<file path="config.mk">
export PLATFORM = sky130hd
export DESIGN_NAME = acc_shr_unit
export DESIGN_NICKNAME = d
export VERILOG_FILES = /design/src/rtl/acc_shr_pkg.sv /design/src/rtl/shr_count_sel.sv /design/src/rtl/shr_barrel.sv /design/src/rtl/shr_flag_gen.sv /design/src/rtl/acc_shr_unit.sv
export SDC_FILE = /design/constraint.sdc
export NUM_CORES = 1
export LEC_CHECK = 0
export CORE_UTILIZATION = 25
export CTS_CLUSTER_SIZE = 12
export DETAILED_ROUTE_END_ITERATION = 12
export MAX_ROUTING_LAYER = met4
export PLACE_DENSITY_LB_ADDON = 0.1
export RECOVER_POWER = 50
export SYNTH_ARGS = -nofsm -noshare
export SYNTH_HDL_FRONTEND = slang
export SYNTH_SLANG_ARGS = --single-unit
export TNS_END_PERCENT = 20
</file>
<file path="constraint.sdc">
create_clock -name clk -period 3.7 [get_ports clk]
set_input_delay 1.11 -clock clk [delete_from_list [all_inputs] [get_ports clk]]
set_output_delay 1.11 -clock clk [all_outputs]
set_load 0.01 [all_outputs]
</file>
<file path="src/rtl/acc_shr_pkg.sv">
// Package acc_shr_pkg
// Purpose : shared status-word layout for the accumulator shift unit.
// Assumes : the bit order of flag_t matches the ld_flags/flags_q ports.
package acc_shr_pkg;

    localparam int FLAG_W = 7;

    typedef struct packed {
        logic ovf;         // bit 6
        logic sticky_lim;  // bit 5
        logic ext;         // bit 4
        logic sticky_ovf;  // bit 3
        logic carry;       // bit 2
        logic zero;        // bit 1
        logic neg;         // bit 0
    } flag_t;

endpackage

</file>
<file path="src/rtl/shr_count_sel.sv">
// Module  : shr_count_sel
// Purpose : picks the effective shift count from the immediate field or
//           from the low bits of a register operand, and limits the
//           immediate count to CNT_MAX.
// Assumes : CNT_W is wide enough for CNT_MAX, and REG_USE < CNT_W.
module shr_count_sel #(
    parameter int IMM_W   = 5,
    parameter int REG_W   = 16,
    parameter int REG_USE = 4,
    parameter int CNT_MAX = 16,
    parameter int CNT_W   = 5
) (
    input  logic               use_reg,
    input  logic [IMM_W-1:0]   imm_cnt,
    input  logic [REG_W-1:0]   reg_opnd,
    output logic [CNT_W-1:0]   eff_cnt
);
    logic [CNT_W-1:0] imm_lim;
    logic [CNT_W-1:0] reg_cnt;
    logic             unused_reg_hi;

    // limit an immediate count above the legal maximum
    always_comb begin
        if (imm_cnt > IMM_W'(CNT_MAX))
            imm_lim = CNT_W'(CNT_MAX);
        else
            imm_lim = CNT_W'(imm_cnt);
    end

    // zero-extend the used low bits of the register operand
    always_comb begin
        reg_cnt = '0;
        reg_cnt[REG_USE-1:0] = reg_opnd[REG_USE-1:0];
    end

    assign unused_reg_hi = ^reg_opnd[REG_W-1:REG_USE];

    // select the source
    always_comb eff_cnt = use_reg ? reg_cnt : imm_lim;

endmodule

</file>
<file path="src/rtl/shr_barrel.sv">
// Module  : shr_barrel
// Purpose : logical right shifter built as log2 stages; stage s moves
//           the data by 2**s when bit s of the count is set.
// Assumes : purely combinational; zeros enter from the top.
module shr_barrel #(
    parameter int W     = 40,
    parameter int CNT_W = 5
) (
    input  logic [W-1:0]     din,
    input  logic [CNT_W-1:0] cnt,
    output logic [W-1:0]     dout
);
    logic [W-1:0] stg [CNT_W+1];

    assign stg[0] = din;

    genvar s;
    generate
        for (s = 0; s < CNT_W; s++) begin : g_stage
            // one conditional power-of-two step
            assign stg[s+1] = cnt[s] ? (stg[s] >> (1 << s)) : stg[s];
        end
    endgenerate

    assign dout = stg[CNT_W];

endmodule

</file>
<file path="src/rtl/shr_flag_gen.sv">
// Module  : shr_flag_gen
// Purpose : builds the status word that follows a shift: overflow and
//           carry forced low, zero/negative/extension computed from the
//           result, sticky bits carried from the previous word.
// Assumes : the extension field is the top EXT_W bits of a W-bit value.
module shr_flag_gen
    import acc_shr_pkg::*;
#(
    parameter int W     = 40,
    parameter int EXT_W = 8
) (
    input  logic [W-1:0] res,
    input  flag_t        prev,
    output flag_t        nxt
);
    localparam int LOW = W - EXT_W - 1;

    logic [W-1:LOW] top_bits;

    assign top_bits = res[W-1:LOW];

    // compose the next status word
    always_comb begin
        nxt            = '0;
        nxt.ovf        = 1'b0;
        nxt.carry      = 1'b0;
        nxt.sticky_lim = prev.sticky_lim;
        nxt.sticky_ovf = prev.sticky_ovf;
        nxt.zero       = (res == '0);
        nxt.neg        = res[W-1];
        nxt.ext        = (|top_bits) && !(&top_bits);
    end

endmodule

</file>
<file path="src/rtl/acc_shr_unit.sv">
// Module  : acc_shr_unit
// Purpose : accumulator with a logical right shift and a status-word
//           update; a load writes accumulator and flags, and wins over
//           a shift in the same cycle.
// Assumes : synchronous active-low reset; results show one edge after
//           the request.
module acc_shr_unit
    import acc_shr_pkg::*;
#(
    parameter int ACC_W   = 40,
    parameter int EXT_W   = 8,
    parameter int IMM_W   = 5,
    parameter int REG_W   = 16,
    parameter int REG_USE = 4,
    parameter int CNT_MAX = 16
) (
    input  logic               clk,
    input  logic               rst_n,
    input  logic               ld_en,
    input  logic [ACC_W-1:0]   ld_acc,
    input  logic [FLAG_W-1:0]  ld_flags,
    input  logic               shr_go,
    input  logic               cnt_sel,
    input  logic [IMM_W-1:0]   imm_cnt,
    input  logic [REG_W-1:0]   reg_opnd,
    output logic [ACC_W-1:0]   acc_q,
    output logic [FLAG_W-1:0]  flags_q
);
    localparam int CNT_W = $clog2(CNT_MAX + 1);

    logic [ACC_W-1:0] acc_r;
    flag_t            flg_r;
    logic [CNT_W-1:0] eff_cnt;
    logic [ACC_W-1:0] shifted;
    flag_t            flg_nxt;

    shr_count_sel #(
        .IMM_W(IMM_W), .REG_W(REG_W), .REG_USE(REG_USE),
        .CNT_MAX(CNT_MAX), .CNT_W(CNT_W)
    ) u_cnt (
        .use_reg(cnt_sel), .imm_cnt(imm_cnt),
        .reg_opnd(reg_opnd), .eff_cnt(eff_cnt)
    );

    shr_barrel #(.W(ACC_W), .CNT_W(CNT_W)) u_shift (
        .din(acc_r), .cnt(eff_cnt), .dout(shifted)
    );

    shr_flag_gen #(.W(ACC_W), .EXT_W(EXT_W)) u_flags (
        .res(shifted), .prev(flg_r), .nxt(flg_nxt)
    );

    // state update: reset, then load, then shift
    always_ff @(posedge clk) begin
        if (!rst_n) begin
            acc_r <= '0;
            flg_r <= '0;
        end else if (ld_en) begin
            acc_r <= ld_acc;
            flg_r <= flag_t'(ld_flags);
        end else if (shr_go) begin
            acc_r <= shifted;
            flg_r <= flg_nxt;
        end
    end

    assign acc_q   = acc_r;
    assign flags_q = flg_r;

    // count never exceeds the legal maximum
    assert_cnt_range_R2: assert property (@(posedge clk) disable iff (!rst_n)
        eff_cnt <= CNT_W'(CNT_MAX));

    // a load takes effect and beats a shift
    assert_load_first_R10: assert property (@(posedge clk) disable iff (!rst_n)
        ld_en |=> (acc_q == $past(ld_acc)) && (flags_q == $past(ld_flags)));

    // idle cycle holds state
    assert_hold_R11: assert property (@(posedge clk) disable iff (!rst_n)
        (!ld_en && !shr_go) |=> ($stable(acc_q) && $stable(flags_q)));

    // overflow and carry end low after a shift
    assert_clear_R5: assert property (@(posedge clk) disable iff (!rst_n)
        (!ld_en && shr_go) |=> (!flags_q[6] && !flags_q[2]));

    // zero flag follows the registered result
    assert_zero_R6: assert property (@(posedge clk) disable iff (!rst_n)
        (!ld_en && shr_go) |=> (flags_q[1] == (acc_q == '0)));

    // negative flag follows the top result bit
    assert_neg_R7: assert property (@(posedge clk) disable iff (!rst_n)
        (!ld_en && shr_go) |=> (flags_q[0] == acc_q[ACC_W-1]));

    // sticky bits survive a shift
    assert_sticky_R8: assert property (@(posedge clk) disable iff (!rst_n)
        (!ld_en && shr_go) |=> ((flags_q[5] == $past(flags_q[5])) &&
                                (flags_q[3] == $past(flags_q[3]))));

    // zero count keeps the accumulator
    assert_cnt_zero_R4: assert property (@(posedge clk) disable iff (!rst_n)
        (!ld_en && shr_go && eff_cnt == '0) |=> $stable(acc_q));

    // a non-zero shift fills the top bit with zero
    assert_fill_R1: assert property (@(posedge clk) disable iff (!rst_n)
        (!ld_en && shr_go && eff_cnt != '0) |=> !acc_q[ACC_W-1]);

endmodule

</file>
==> results_dict.tcl <==
set metrics [dict create \
    fin_setup_tns_ps -134 \
    wl_per_cell_um 22.2 \
    fin_crit_ps 3830 \
    ys_ff_latch 47 \
    maxCapViolations 1 \
    row_count 51 \
    seq_area_frac_synth_pct 18.9 \
    initial_core_util_pct 25.5 \
    syn_area_per_cell_um2 7.47 \
    worst_setup_path_end_kind "register" \
    ys_types 71 \
    ys.flop_type "dfxtp_1" \
    grt.busiest_layer "met2" \
    violations "max-capacitance violations, max-slew violations, negative setup slack" \
    netSwitchingPower_mw 0.914 \
    firstDrtPassIters 4 \
    syn_to_final_growth_pct 62.7 \
    whs_ps 470 \
    num_vias 6471 \
    grt_use_met1_pct 37.4 \
    status "finished with violations" \
    clock_skew_ps 9.13 \
    rsz0062_at_grt "true" \
    layout_setup_ws_ps -134 \
    vias_per_cell 5.51 \
    slew_violations 48 \
    slew_headroom_pct -21.7 \
    ir_drop_mv 0.211 \
    insertion_delay_ps 300 \
    power_mw 2.48 \
    die_area_um2 20400 \
    grt_pass1_wl_mm 38.9 \
    cts_tree "built" \
    placed_cell_area_um2 7390 \
    final_common_cell "buf_4" \
    instances_no_fill 1174 \
    routabilityCongestion 0.952 \
    p_per_area_nw_per_um2 307 \
    critPathKind "input port to register" \
    syn_area_um2 4970 \
    fin_crit_sh_pct 104 \
    grt-ovfl-total 0 \
    cp_max_fo 13 \
    p_int_mw 1.57 \
    worst_slew_pin_slew_ps 1830 \
    use_met3_pct 2.98 \
    drc_errors 0 \
    use_met2_pct 39.1 \
    track_usage_pct 26.4 \
    antenna_found_initial 0 \
    drive_gt1_share_pct 32.1 \
    fin_area_um2 8080 \
    grt_max_degree 63 \
    synthArstFlopShare_pct 0 \
    post-route-util_pct 41.5 \
    worstPathArrival_ps 4050 \
    p_sw_share_pct 36.8 \
    seq_area_um2 941 \
    multi_input_area_um2 3920 \
    grt_pass1_vias 6353 \
    die_x_um 143 \
    max-clock-path-buffers 2 \
    numCtsBuffers 5 \
    dp_slack_ps -820 \
    path_clk_slew_ps 70 \
    final_hold_viol_count 0 \
    fp.dieH_um 143 \
    crit_path_start_kind "input port" \
    final_antenna_net_count 0 \
    core_area_um2 19500 \
    fin_nets 981 \
    pwr-share-seq_pct 25.4 \
    dp_hpwl_mm 19.8 \
    layout_common_cells "buf_4 (180), nand2_1 (65), clkdlybuf4s50_1 (56)" \
    routed_wl_mm 26.0 \
    root_buffer "clkbuf_16" \
    hold_buffers 0 \
    pwr-share-clk_pct 24.9 \
    setup_violations 1 \
    design.portCount 120 \
    p_leak_nw 3.40 \
    syn_inst 665 \
    worstPathRequired_ps 3920 \
    yosysWarnings 0 \
    htree_num_levels 2 \
    fillCellCount 2011 \
    port-buffer-count 107 \
    fmax_mhz 261 \
    dp_cells 1141 \
    clock-sinks 47 \
    synth_edf_count 0 \
    hold_path_class "register to register" \
    syn_nets 738 \
    antenna_cells 0 \
    drt-initial-drc-count 565 \
    combPwrFrac_pct 49.7 \
]
[timing repair]
action | 4_1_cts | 5_1_grt
gates resized for setup | 54 | 42
setup buffers | 15 | 10
gates cloned | 1 | 0
setup endpoints to repair | 24 | 18
pin swaps | 12 | 15
[final timing paths]
kind,cells past startpoint,to,slack [ps],from
setup / recovery,11,flags_q[1],-130,reg_opnd[2]
hold / removal,2,flags_q[0],470,flags_q[0]
setup reg to reg,10,flags_q[4],950,acc_q[39]
hold reg to reg,2,flags_q[0],470,flags_q[0]
[registers in the layout (all words and copies together) (netlist names)]
signal,flops
flags_q,7
acc_q,40
[logic make-up after synthesis]
kind of cell	synth area share, %
AOI/OAI and AO/OA	36.5
and+or+nand+nor	23.8
buffers and inverters	7.83
DFF	18.9
muxes	12.9
[Yosys cell counts (3+ instances only)]
cell	n	area, um^2
nand2_1	68	255
o21ai_0	48	240
a21oi_1	47	235
dfxtp_1	47	941
clkbuf_1	41	154
mux2i_1	37	370
nor2_1	37	139
nand3_1	33	165
a211oi_1	27	203
nor2b_1	18	113
nand4_1	17	106
o211a_1	16	160
and2_1	15	93.8
a32oi_1	14	123
o22ai_1	14	87.6
and3_1	13	81.3
inv_1	12	45.0
a22oi_1	11	82.6
a21boi_0	8	60.1
buf_2	8	40.0
buf_1	7	26.3
buf_6	7	78.8
mux4_2	7	158
a311oi_1	6	52.6
a31oi_1	6	37.5
buf_4	6	45.0
mux2_2	6	67.6
a221o_1	5	50.1
nand2b_1	5	31.3
o211ai_1	5	37.5
a221oi_1	4	35.0
o221ai_1	4	35.0
a211o_1	3	26.3
a21o_1	3	22.5
nor3_1	3	15.0
o2111ai_1	3	26.3
o21ai_1	3	15.0
or2_2	3	18.8
or3b_1	3	26.3
or4_1	3	22.5
[worst max-delay path, stage by stage]
cell             delay [ps]
clkdlybuf4s50_1         430
and2_2                  250
buf_6                   160
o21ai_0                 280
nand4_1                 150
nand4_1                 150
nand2_1                  70
and3_4                  190
or4_4                   500
or4_4                   510
o31ai_4                 250
[power groups by stage]
stage                     registers [mW]  clock network [mW]  logic, mW
after global routing               0.633               0.656       1.33
after floorplan                    0.608                   0      0.533
final                              0.630               0.618       1.23
after CTS                          0.627               0.637       1.19
after detailed placement           0.637                   0       1.12
after global placement             0.638                   0       1.13
[metal layers]
metal  wire length [um]  share of wire (%)
met1              12600                 48
met2              11400                 44
met3               1530                5.9
met4                551                2.1
met5                  0                  0
[area by class of cell]
cell class	count	area share (%)
Timing Repair Buffer	304	32.8
Multi-Input combinational cell	538	48.5
Clock inverter	3	0.882
Tap cell	265	4.10
Inverter	12	0.557
Clock buffer	5	1.55
Sequential cell	47	11.6
No activity file was read; power rests on OpenSTA's default activity.
